<file path="config.mk">
export PLATFORM = sky130hd
export DESIGN_NAME = pt_walker
export DESIGN_NICKNAME = d
export VERILOG_FILES = /design/src/rtl/pt_walker.sv
export SDC_FILE = /design/constraint.sdc
export NUM_CORES = 1
export LEC_CHECK = 0
export BUFFER_PORTS_ARGS = -buffer_cell sky130_fd_sc_hd__buf_4
export CORE_AREA = 2 2 250 375
export DETAILED_ROUTE_END_ITERATION = 16
export DIE_AREA = 0 0 252 377
export PLACE_DENSITY = 0.4
export SYNTH_ARGS = -nofsm -noshare
export SYNTH_HDL_FRONTEND = slang
export SYNTH_SLANG_ARGS = --single-unit
</file>
<file path="constraint.sdc">
create_clock -name clk -period 10.2 [get_ports clk]
set_input_delay 0 -clock clk [delete_from_list [all_inputs] [get_ports clk]]
set_output_delay 0 -clock clk [all_outputs]
set_load 0.05 [all_outputs]
</file>
<file path="src/rtl/pt_walker.sv">
module pt_walker (
  input  logic        clk,
  input  logic        rst_n,
  input  logic        req_valid,
  input  logic [63:0] req_addr,
  input  logic        req_write,
  output logic        req_ready,
  input  logic [6:0]  ign_bits,
  input  logic [6:0]  r0_hi_bits,
  input  logic [63:0] r0_base,
  input  logic [1:0]  r0_gran,
  input  logic [1:0]  r0_level,
  input  logic        r0_off,
  input  logic [63:0] r1_base,
  input  logic [1:0]  r1_gran,
  input  logic [1:0]  r1_level,
  input  logic        r1_off,
  output logic        mem_req_valid,
  output logic [63:0] mem_req_addr,
  input  logic        mem_rsp_valid,
  input  logic [63:0] mem_rsp_data,
  input  logic        mem_rsp_err,
  output logic        done,
  output logic        done_ok,
  output logic [1:0]  done_fault,
  output logic [63:0] done_fault_addr,
  output logic [63:0] done_pa
);
  localparam logic [63:0] OA_MASK = 64'h0000_7FFF_FFFF_FFFF;
  localparam logic [1:0] F_XLAT = 2'd0, F_PERM = 2'd1, F_ABORT = 2'd2;

  typedef enum logic [1:0] {S_IDLE, S_FETCH, S_WAIT} st_t;
  st_t st;

  logic [63:0] va, base;
  logic        wr;
  logic [1:0]  lvl;
  logic [4:0]  g;

  logic hi_zero;
  always_comb begin
    hi_zero = 1'b1;
    for (int i = 0; i < 64; i++)
      if (i >= 64 - int'(r0_hi_bits) && i <= 63 - int'(ign_bits) && req_addr[i])
        hi_zero = 1'b0;
  end

  logic [63:0] s_base;
  logic [1:0]  s_gran, s_lvl;
  logic        s_off;
  assign s_base = hi_zero ? r0_base  : r1_base;
  assign s_gran = hi_zero ? r0_gran  : r1_gran;
  assign s_lvl  = hi_zero ? r0_level : r1_level;
  assign s_off  = hi_zero ? r0_off   : r1_off;

  logic [4:0] s_g;
  always_comb
    case (s_gran)
      2'd0:    s_g = 5'd12;
      2'd1:    s_g = 5'd14;
      2'd2:    s_g = 5'd16;
      default: s_g = 5'd0;
    endcase

  logic [5:0]  sh;
  logic [63:0] idx, daddr, lvl_mask, g_mask, d;
  assign sh       = 6'(g) + 6'(2'd3 - lvl) * 6'(g - 5'd3);
  assign idx      = (va >> sh) & ((64'd1 << (g - 5'd3)) - 64'd1);
  assign daddr    = base + (idx << 3);
  assign lvl_mask = (64'd1 << sh) - 64'd1;
  assign g_mask   = (64'd1 << g) - 64'd1;
  assign d        = mem_rsp_data;

  logic is_tab, is_blk, blk_ok;
  assign is_tab = (lvl != 2'd3) && (d[1:0] == 2'b11);
  assign is_blk = (lvl != 2'd3) && (d[1:0] == 2'b01);
  assign blk_ok = (g == 5'd12) ? (lvl == 2'd1 || lvl == 2'd2) : (lvl == 2'd2);

  logic        fin, f_ok, go_next;
  logic [1:0]  f_code;
  always_comb begin
    fin = 1'b1; f_ok = 1'b0; f_code = F_XLAT; go_next = 1'b0;
    if (mem_rsp_err)                                 f_code = F_ABORT;
    else if (!d[0] || (lvl == 2'd3 && d[1:0] == 2'b01)) f_code = F_XLAT;
    else if (is_tab) begin
      if (wr && d[62]) f_code = F_PERM;
      else begin fin = 1'b0; go_next = 1'b1; end
    end
    else if (is_blk && !blk_ok)                      f_code = F_XLAT;
    else if (wr && d[7])                             f_code = F_PERM;
    else                                             f_ok = 1'b1;
  end

  assign req_ready     = (st == S_IDLE);
  assign mem_req_valid = (st == S_FETCH);
  assign mem_req_addr  = daddr;

  always_ff @(posedge clk) begin
    if (!rst_n) begin
      st <= S_IDLE; va <= '0; base <= '0; wr <= 1'b0; lvl <= '0; g <= 5'd12;
      done <= 1'b0; done_ok <= 1'b0; done_fault <= '0;
      done_fault_addr <= '0; done_pa <= '0;
    end else begin
      done <= 1'b0;
      case (st)
        S_IDLE: if (req_valid) begin
          va   <= req_addr;
          wr   <= req_write;
          base <= {16'b0, s_base[47:3], 3'b000};
          lvl  <= s_lvl;
          g    <= s_g;
          if (s_off || s_gran == 2'd3) begin
            done <= 1'b1; done_ok <= 1'b0; done_fault <= F_XLAT;
            done_fault_addr <= '0; done_pa <= '0;
          end else st <= S_FETCH;
        end
        S_FETCH: st <= S_WAIT;
        S_WAIT: if (mem_rsp_valid) begin
          if (go_next) begin
            base <= d & OA_MASK & ~g_mask;
            lvl  <= lvl + 2'd1;
            st   <= S_FETCH;
          end else if (fin) begin
            st <= S_IDLE;
            done <= 1'b1; done_ok <= f_ok;
            done_fault <= f_ok ? F_XLAT : f_code;
            done_fault_addr <= f_ok ? 64'd0 : daddr;
            done_pa <= f_ok ? ((d & OA_MASK & ~lvl_mask) + (va & lvl_mask)) : 64'd0;
          end
        end
        default: st <= S_IDLE;
      endcase
    end
  end
endmodule

</file>
==> summary.txt, run 1 <==
Status
  • Run status: completed

Critical path
  • Worst reg2reg setup slack: 1.61 ns
  • Critical R2R Capture: done_fault_addr[42]$_SDFFE_PN0P_
  • FF-to-FF path depth: 30
  • Crit-path max FO: 34
  • CP Capture Type: output port
  • CP startpoint: g[4]$_SDFFE_PN0P_
  • CP Capture Point: mem_req_addr[42]
  • Worst path slowest cell: dfxtp_1
  • WP data arrival: 9.16 ns
  • CP Class: reg -> out
  • Reg2Reg Launch Point: g[4]$_SDFFE_PN0P_
  • Type of origin of the critical path: flip-flop
  • Most used cell, CP: ha_1
  • CP required: slightly above 10 ns
  • Slowest Stage Delay on Critical Path: between 0.5 and 0.6 ns

Layout
  • Final net count: around 4000
  • Proportion of layout cells with a drive suffix above 1: 0.188
  • Fin area: just under 30000 µm²
  • Post-route insts no fill: about 4700
  • Area of the multi-input gates: 16600 µm²
  • Register area: about 5000 µm²
  • Area Overhead vs Synth: 29.9%
  • Final core occ: 0.323
  • Fillers: 9992
  • ANT cells: 0

Synth
  • Sequential cell area fraction in the yosys report: 0.222
  • Mapped cell area: 22700 µm²
  • Netlist cell types: 88
  • Yosys warning count: 0
  • Post-synth top area cell: dfxtp_1
  • Main synth FF type: dfxtp_1
  • Synth top area share: 0.222
  • Synthesized flop and latch total: 252
  • Largest cells by area after synthesis: dfxtp_1, a21oi_1, nand2_1, mux4_2, nor2_1
  • Post-synth EDFFs: 0
  • Asr flop ratio synth: 0
  • Syn Area/Cell: between 7 and 8 µm²
  • Cells after Synth: 3110

Power and ir drop
  • Leak pwr: 11.8 nW
  • Worst vdd ir: 0.000248 V
  • Total chip power: 7.72 mW
  • Pwr/cell area: approximately 260 nW/µm²

Clock network
  • CTS max path bufs: 3
  • CTS tree: built
  • Post-CTS Resized: 0
  • H-tree depth: 1
  • Clk slew on worst S/H paths: around 0.07 ns
  • TritonCTS Buffers: 27
  • Clock Sinks: 252
  • CTS root buf: clkbuf_16
  • Clock Latency Late Sink: roughly 0.6 ns

Routing
  • Residual DRC: 0
  • Routed WL: 131 mm
  • Final ANT Viol Nets: 0
  • DRT iter0 DRCs: 1950
  • Pre-Repair DR Iteration Count: 6
  • DR vias/cell: about 5.5
  • DR vias: roughly 26000
  • WL/cell: 27.5 µm

Die
  • Top-Level Pins: 484
  • Die height: 377 µm
  • Die footprint: 95000 µm²
  • Site Rows: 136
  • Initial Utilization: 0.248
  • Core area: about 92000 µm²
  • Die Width: 252 µm

STA
  • Clock Skews: around 0.016 ns
  • Hold WS: 0.0108 ns
  • Peak Freq: 109 MHz
  • Slew HR: 0.208
  • Final Max Slew Viols: 0
  • Setup-failing EPs final: 0
  • Actual slew at the worst max-slew pin: 1.18 ns
  • Sum of negative setup slack: 0 ns
  • Hold Violations, Final: 0
  • RSZ-0062 raised after global routing: false
  • Tcrit/Tclk final: 0.898
  • Post-route minimum period: 9.16 ns
  • Final worst slack: 1.04 ns

Global routing
  • First-pass GRT wire length: between 150 and 200 mm
  • Gr usage total: 0.264
  • Largest net degree at the start of global routing: 99
  • Vias in the first global route: 25383
  • Initial antenna violation count: 2
  • Remaining Overflow, GRT: 0

Place
  • Routability cong.: 0.969
  • Detail Placement HPWL: around 100 mm
  • Cells after DPL: 4524
  • Placed Area: 26900 µm²
  • Port bufs: 416
  • DP Worst Slack: 1.68 ns

Worst hold path
  • HP Class: in -> reg
  • Hold path start: r1_base[11]

Run
  • MaxCap Viol Count: 0
==> worst min-delay path by stage <==
stage                     depth (start not counted)  slack [ns]                    end
final                                             5        0.01  base[11]$_SDFFE_PN0P_
after global routing                              5        0.02  base[18]$_SDFFE_PN0P_
after CTS                                         5       0.004  base[18]$_SDFFE_PN0P_
after detailed placement                          3        0.28     va[0]$_SDFFE_PN0P_
after global placement                            3        0.27    va[21]$_SDFFE_PN0P_
after floorplan                                   2        0.14     va[0]$_SDFFE_PN0P_
==> registers in the layout, summed over array words and instances (netlist names) <==
register / cells
g: 3
base: 48
done_ok: 1
st: 2
done_pa: 64
lvl: 2
done_fault_addr: 64
done_fault: 2
done: 1
va: 64
wr: 1
==> power breakdown <==
group          internal (mW)  switching [mW]
Sequential              1.03          0.0826
Clock                  0.568           0.465
Combinational           1.77            3.81
Total                   3.37            4.36
==> layout by cell type (no fill, tap or decap), drive strengths merged, types with 34 or more instances in the layout <==
| cell type | instances |
|---|---|
| o211ai | 36 |
| xnor2 | 51 |
| a21o | 37 |
| nor2 | 323 |
| nand3 | 119 |
| dfxtp | 252 |
| clkbuf | 34 |
| dlygate4sd3 | 170 |
| ha | 69 |
| and3 | 37 |
| nor3 | 75 |
| a21oi | 329 |
| a211oi | 67 |
| mux4 | 62 |
| xor2 | 37 |
| inv | 55 |
| buf | 479 |
| o21ai | 186 |
| nand2 | 428 |
| mux2i | 118 |
==> synthesized netlist by cell type (34+ instances only) <==
cell type / n
mux2i_1: 118
clkbuf_1: 185
o21ai_0: 184
buf_1: 34
o211ai_1: 36
nand2_1: 428
dfxtp_1: 252
nor3_1: 73
and3_1: 37
a21oi_1: 329
nor2_1: 323
ha_1: 69
mux4_2: 62
inv_1: 53
a21o_1: 37
xnor2_1: 51
nand3_1: 119
xor2_1: 37
a211oi_1: 67
==> critical path: cells and delay by family (launching register included) <==
kind / cells / cell delay (ns)
fa+ha+maj: 5 / 1.91
buf+inv: 6 / 1.17
flops: 1 / 0.56
xor+xnor: 2 / 0.63
mux: 1 / 0.50
compound gates: 10 / 2.59
simple gates: 6 / 1.15
==> cell families (layout without fill, tap and decap cells) <==
family,Yosys count,count (layout),synth area share
simple gates,1225,1225,0.252
flops,252,252,0.222
xor+xnor,89,89,0.0349
buf+inv,319,753,0.0585
fa+ha+maj,74,74,0.0424
mux,205,205,0.126
other cells,1,27,0.000165
compound gates,945,945,0.265
==> layout make-up <==
cell class	instances	share of cell area
inverters	55	0.00716
well taps	1173	0.0497
clock buffers	34	0.0251
repair buffers	649	0.180
multi-input cells	2565	0.562
flip-flops and latches	252	0.171
clock inverters	15	0.00504
==> what timing repair did <==
action	CTS	global route
hold buffers	170	0
setup buffers	0	0
hold endpoints to repair	155	0
==> per-layer routing <==
metal | GRT usage | up-vias | wire length [µm]
met2 | 0.469 | 1148 | 64400
li1 | - | 12241 | -
met3 | 0.0266 | 298 | 6700
met4 | 0.174 | 2 | 9930
met5 | 0 | - | 9
met1 | 0.297 | 12553 | 49500
(Power assumes the default switching activity.)
==> run 2, diff against run 1 <==
--- a/config.mk
+++ b/config.mk
@@ -6,9 +6,9 @@
 export NUM_CORES = 1
 export LEC_CHECK = 0
 export BUFFER_PORTS_ARGS = -buffer_cell sky130_fd_sc_hd__buf_4
-export CORE_AREA = 2 2 250 375
+export CORE_AREA = 2 2 273 343
 export DETAILED_ROUTE_END_ITERATION = 16
-export DIE_AREA = 0 0 252 377
+export DIE_AREA = 0 0 275 345
 export PLACE_DENSITY = 0.4
 export SYNTH_ARGS = -nofsm -noshare
 export SYNTH_HDL_FRONTEND = slang
==> run 2 against run 1 <==
Effect of this change: total power increased by 1.3%; hold slack got worse by 0.0092 ns; maximum frequency decreased by 3.9%; non-clock buffer count decreased by 9; via count increased by 0.40%; final cell count increased by 0.65%; wire length decreased by 2.5%; sequential power about the same; clock power increased by 16%; clock skew increased by 0.0085 ns; register-to-register slack got worse by 0.32 ns; largest cell class unchanged.
==> summary.txt, run 2 (synthesis results as in run 1) <==
Status
  • Run status: completed (unchanged)

Global routing
  • First-pass GRT wire length: 180 mm (was 183 mm)
  • Initial antenna violation count: 4 (was 2)
  • Largest net degree at the start of global routing: 149 (was 99)
  • Vias in the first global route: 25426 (was 25383)
  • Remaining Overflow, GRT: 0 (unchanged)
  • Gr usage total: 0.257 (was 0.264)

Routing
  • DR vias: 26348 (was 26242)
  • Routed WL: 127 mm (was 131 mm)
  • DRT iter0 DRCs: 2282 (was 1950)
  • WL/cell: 26.7 µm (was 27.5 µm)
  • Residual DRC: 0 (unchanged)
  • Pre-Repair DR Iteration Count: 5 (was 6)
  • Final ANT Viol Nets: 0 (unchanged)
  • DR vias/cell: 5.52 (was 5.53)

Critical path
  • Worst path slowest cell: dfxtp_1 (unchanged)
  • Slowest Stage Delay on Critical Path: 0.66 ns (was 0.56 ns)
  • CP Capture Type: output port (unchanged)
  • CP required: 10.20 ns (about the same)
  • WP data arrival: 9.53 ns (was 9.16 ns)
  • Type of origin of the critical path: flip-flop (unchanged)
  • Most used cell, CP: a21oi_1 (was ha_1)
  • CP Class: reg -> out (unchanged)
  • Crit-path max FO: 39 (was 34)

Clock network
  • Clk slew on worst S/H paths: 0.06 ns (was 0.07 ns)
  • H-tree depth: 1 (unchanged)
  • CTS max path bufs: 3 (unchanged)
  • Clock Sinks: 252 (unchanged)
  • TritonCTS Buffers: 30 (was 27)
  • CTS root buf: clkbuf_16 (unchanged)
  • Setup repair bufs after CTS: 0 (unchanged)
  • Clock Latency Late Sink: 0.62 ns (was 0.60 ns)
  • CTS tree: built (unchanged)

STA
  • Peak Freq: 105 MHz (was 109 MHz)
  • Final worst slack: 0.670 ns (was 1.04 ns)
  • RSZ-0062 raised after global routing: false (unchanged)
  • Tcrit/Tclk final: 0.934 (was 0.898)
  • Actual slew at the worst max-slew pin: 1.27 ns (was 1.18 ns)
  • Clock Skews: 0.0247 ns (was 0.0162 ns)
  • Hold WS: 0.00158 ns (was 0.0108 ns)
  • Hold Violations, Final: 0 (unchanged)
  • Setup-failing EPs final: 0 (unchanged)
  • Final Max Slew Viols: 0 (unchanged)
  • Slew HR: 0.147 (was 0.208)
  • Post-route minimum period: 9.53 ns (was 9.16 ns)
  • Sum of negative setup slack: 0 ns (unchanged)

Place
  • Detail Placement HPWL: 101 mm (was 104 mm)
  • DP Worst Slack: 0.986 ns (was 1.68 ns)
  • Port bufs: 416 (unchanged)
  • Cells after DPL: 4549 (was 4524)
  • Routability cong.: 0.961 (was 0.969)

Die
  • Core area: 92000 µm² (was 91500 µm²)
  • Top-Level Pins: 484 (unchanged)
  • Die Width: 275 µm (was 252 µm)
  • Initial Utilization: 0.247 (was 0.248)
  • Die height: 345 µm (was 377 µm)
  • Site Rows: 125 (was 136)
  • Die footprint: 94900 µm² (was 95000 µm²)

Layout
  • Post-route insts no fill: 4774 (was 4743)
  • Leading cell type in the layout, fill and taps excluded: buf_4 (unchanged)
  • Proportion of layout cells with a drive suffix above 1: 0.187 (was 0.188)
  • Final net count: 3904 (was 3910)
  • Area Overhead vs Synth: 31.0% (was 29.9%)
  • Largest regs: done_fault_addr: 64 flops, done_pa: 64 flops, va: 64 flops (unchanged)
  • Commonest non-fill, non-tap cells in the layout: buf_4, nand2_1, a21oi_1 (unchanged)
  • Final core occ: 0.324 (was 0.323)

Worst hold path
  • HP Class: in -> reg (unchanged)

Run
  • MaxCap Viol Count: 0 (unchanged)

Power and ir drop
  • Leak pwr: 11.9 nW (was 11.8 nW)
  • Worst vdd ir: 0.000205 V (was 0.000248 V)
  • Pwr/cell area: 263 nW/µm² (was 262 nW/µm²)
==> run 2: metal layers <==
layer | track usage | part of all wire
met4 | 0.140 | 0.064
met5 | 0 | 0.00010
met1 | 0.313 | 0.40
met3 | 0.0201 | 0.050
met2 | 0.443 | 0.48
==> run 2: worst paths after layout <==
path,to,start,slack (ns),cells past startpoint
min,base[36]$_SDFFE_PN0P_,r1_base[36],0.002,5
max reg2reg,done_fault_addr[47]$_SDFFE_PN0P_,g[3]$_SDFFE_PN1P_,1.29,33
min reg2reg,done_pa[27]$_SDFFE_PN0P_,done_pa[27]$_SDFFE_PN0P_,0.45,2
max,mem_req_addr[45],g[3]$_SDFFE_PN1P_,0.67,33
==> run 2: critical path, delay by kind of cell, from the launching register on <==
| family | cells | cell delay [ns] |
|---|---|---|
| simple gates | 6 | 0.91 |
| compound gates | 13 | 3.51 |
| xor+xnor | 2 | 0.55 |
| flops | 1 | 0.66 |
| buf+inv | 6 | 1.06 |
| fa+ha+maj | 6 | 2.20 |
==> run 2: through the flow <==
| step | power [mW] | cell area [µm²] |
|---|---|---|
| floorplan | 4.67 | 22800 |
| global placement | 6.51 | 27000 |
| detailed placement | 6.48 | 27000 |
| CTS | 7.78 | 29700 |
| global route | 8.21 | 29800 |
| finish | 7.82 | 29800 |
==> run 2: where the power goes <==
| part | internal (mW) | switching (mW) |
|---|---|---|
| Combinational | 1.78 | 3.74 |
| Sequential | 1.03 | 0.0856 |
| Clock | 0.704 | 0.488 |
| Total | 3.51 | 4.31 |
==> run 2: cell type report <==
type | count | area, µm²
Fill cell | 10206 | 62200
Multi-Input combinational cell | 2565 | 16600
Timing Repair Buffer | 640 | 5320
Sequential cell | 252 | 5050
Tap cell | 1206 | 1510
Clock buffer | 38 | 831
Clock inverter | 17 | 246
Inverter | 55 | 211
Antenna cell | 1 | 2.50
==> run 2: what timing repair did <==
item                       4_1_cts  5_1_grt
gates resized for setup          0        3
hold buffers                   169        0
setup endpoints to repair        0       11
hold endpoints to repair       148        0
==> run 3, diff against run 2 <==
==> constraint.sdc (replaced) <==
create_clock -name clk -period 9.6 [get_ports clk]
set_input_delay 0.48 -clock clk [delete_from_list [all_inputs] [get_ports clk]]
set_output_delay 0.48 -clock clk [all_outputs]
set_load 0.05 [all_outputs]
==> run 3 against run 2 <==
Effect of this change: highest routed layer unchanged; critical path type unchanged; combinational power rose by 5.3%; count of clock-buffer cells in the layout fell by 1; total power rose by 3.7%; wire length rose by 0.35%; largest power group unchanged; first-iteration DRC count fell by 7.8%; utilization fell by 1.9 points; critical endpoint is now mem_req_addr[42]; final cell count fell by 3.3%.
==> summary.txt, run 3 (synthesis results as in run 1) <==
Status
  • Run status: completed (unchanged)

Critical path
  • Slowest Stage Delay on Critical Path: 0.56 ns (was 0.66 ns)
  • FF-to-FF path depth: 30 (was 33)
  • CP required: 9.12 ns (was 10.20 ns)
  • Type of origin of the critical path: flip-flop (unchanged)
  • Crit-path max FO: 26 (was 39)
  • CP Capture Type: output port (unchanged)
  • CP Class: reg -> out (unchanged)
  • Worst path bufs/invs: 5 (was 6)
  • Reg2Reg Launch Point: g[4]$_SDFFE_PN0P_ (was g[3]$_SDFFE_PN1P_)
  • Worst reg2reg setup slack: 1.63 ns (was 1.29 ns)
  • Critical R2R Capture: done_fault_addr[42]$_SDFFE_PN0P_ (was done_fault_addr[47]$_SDFFE_PN0P_)
  • WP data arrival: 8.54 ns (was 9.53 ns)
  • Worst path slowest cell: dfxtp_1 (unchanged)
  • Crit path max-delay family: compound AO/OA/AOI/OAI gates (unchanged)

Worst hold path
  • Hold path depth: 3 (was 5)
  • HP Class: in -> reg (unchanged)
  • Hold path start: req_addr[6] (was r1_base[36])
  • WHS Endpoint: va[6]$_SDFFE_PN0P_ (was base[36]$_SDFFE_PN0P_)

Clock network
  • Clock Latency Late Sink: 0.61 ns (was 0.62 ns)
  • TritonCTS Buffers: 29 (was 30)
  • H-tree depth: 1 (unchanged)
  • CTS root buf: clkbuf_16 (unchanged)
  • Clk slew on worst S/H paths: 0.07 ns (was 0.06 ns)
  • CTS tree: built (unchanged)
  • CTS max path bufs: 3 (unchanged)
  • # hold bufs at CTS: 0 (was 169)
  • Clock Sinks: 252 (unchanged)

Layout
  • Area Overhead vs Synth: 23.3% (was 31.0%)
  • Largest regs: done_fault_addr: 64 flops, done_pa: 64 flops, va: 64 flops (unchanged)
  • ANT cells: 0 (was 1)
  • Area of the multi-input gates: 16600 µm² (about the same)
  • Fillers: 10236 (was 10206)
  • Proportion of layout cells with a drive suffix above 1: 0.201 (was 0.187)
  • Commonest non-fill, non-tap cells in the layout: buf_4, nand2_1, a21oi_1 (unchanged)
  • Register area: 5050 µm² (unchanged)
  • Fin area: 28000 µm² (was 29800 µm²)
  • Leading cell type in the layout, fill and taps excluded: buf_4 (unchanged)
  • Final net count: 3748 (was 3904)

Routing
  • Pre-Repair DR Iteration Count: 6 (was 5)
  • Final ANT Viol Nets: 0 (unchanged)
  • DR vias: 25824 (was 26348)
  • DRT iter0 DRCs: 2103 (was 2282)
  • Routed WL: 128 mm (was 127 mm)
  • WL/cell: 27.7 µm (was 26.7 µm)
  • Residual DRC: 0 (unchanged)
  • DR vias/cell: 5.59 (was 5.52)

Global routing
  • Remaining Overflow, GRT: 0 (unchanged)
  • Gr usage total: 0.256 (was 0.257)
  • Largest net degree at the start of global routing: 87 (was 149)
  • Initial antenna violation count: 6 (was 4)
  • Vias in the first global route: 24655 (was 25426)
  • First-pass GRT wire length: 179 mm (was 180 mm)

STA
  • Setup-failing EPs final: 0 (unchanged)
  • Actual slew at the worst max-slew pin: 1.28 ns (was 1.27 ns)
  • Final Max Slew Viols: 0 (unchanged)
  • Peak Freq: 111 MHz
  • Post-route minimum period: between 9 and 10 ns
  • Clock Skews: 0.0275 ns (was 0.0247 ns)
  • Sum of negative setup slack: 0 ns (unchanged)
  • Tcrit/Tclk final: 0.940
  • Slew HR: 0.123 (was 0.147)
  • Hold Violations, Final: 0 (unchanged)
  • RSZ-0062 raised after global routing: false (unchanged)

Place
  • Placed Area: 27100 µm² (was 27000 µm²)
  • Port bufs: 416 (unchanged)
  • Detail Placement HPWL: 102 mm (was 101 mm)
  • Routability cong.: 0.979 (was 0.961)

Die
  • Initial Utilization: 0.247 (unchanged)
  • Die footprint: 94900 µm² (unchanged)
  • Site Rows: 125 (unchanged)
  • Top-Level Pins: 484 (unchanged)
  • Die height: 345 µm (unchanged)
  • Core area: 92000 µm² (unchanged)
  • Die Width: 275 µm (unchanged)

Power and ir drop
  • Leak pwr: 11.1 nW (was 11.9 nW)
  • Pwr/cell area: 290 nW/µm² (was 263 nW/µm²)
  • Worst vdd ir: 0.000242 V (was 0.000205 V)

Run
  • MaxCap Viol Count: 0 (unchanged)
==> run 3: changes by cell type in the layout (fill, tap and decap cells not counted), moves of 2 or more <==
cell,change
dlygate4sd3_1,-169
buf_4,+18
xor2_1,-5
xor2_2,+5
buf_12,-4
bufinv_16,-4
clkinv_2,+4
clkinv_4,-2
clkinvlp_4,+2
ha_4,-2
==> run 3: layout make-up <==
class | count | area share
well taps | 1206 | 0.0538
repair buffers | 485 | 0.131
clock inverters | 16 | 0.00455
inverters | 55 | 0.00755
multi-input cells | 2565 | 0.594
flip-flops and latches | 252 | 0.180
clock buffers | 37 | 0.0288
==> run 3: metrics by stage <==
step / hold WS, ns / utilization / power [mW] / std cells / setup slack, ns
final: 0.141 / 0.305 / 8.11 / 4616 / 0.578
after global routing: 0.129 / 0.305 / 8.50 / 4616 / 0.120
after CTS: 0.107 / 0.304 / 8.06 / 4615 / 0.236
after detailed placement: 0.445 / 0.294 / 6.89 / 4562 / 0.940
after global placement: 0.440 / 0.294 / 6.92 / 4562 / 0.959
after floorplan: 0.441 / - / 4.97 / 3136 / 0.0357
==> run 3: worst max-delay path by stage <==
stage,start,to,slack [ns],cells past startpoint
floorplan,lvl[0]$_SDFFE_PN0P_,mem_req_addr[47],0.04,33
global placement,g[4]$_SDFFE_PN0P_,mem_req_addr[45],0.96,26
detailed placement,g[4]$_SDFFE_PN0P_,mem_req_addr[45],0.94,26
CTS,g[4]$_SDFFE_PN0P_,mem_req_addr[45],0.24,26
global route,g[4]$_SDFFE_PN0P_,mem_req_addr[48],0.12,31
finish,g[4]$_SDFFE_PN0P_,mem_req_addr[42],0.58,30
==> run 3: layer usage <==
layer | vias to the layer above | global-route usage | share of wire
met4 | 4 | 0.134 | 0.060
met1 | 12570 | 0.306 | 0.39
met2 | 1092 | 0.447 | 0.49
li1 | 11904 | - | -
met3 | 254 | 0.0283 | 0.059
met5 | - | 0 | 0.00020
==> run 3: worst min-delay path, cell delays in order <==
cell and delay [ns]:
buf_4 0.12, nand2_1 0.05, a21oi_1 0.05
==> run 3: what timing repair did <==
action                     in CTS  in global routing
setup buffers                   0                  1
resized for setup               0                  4
setup endpoints to repair       0                 11
==> run 3: where the power goes <==
part	internal [mW]	leakage [nW]	switching [mW]
registers	1.09	2.05	0.0855
logic	1.83	8.63	3.98
clock network	0.620	0.448	0.510
total	3.54	11.1	4.57
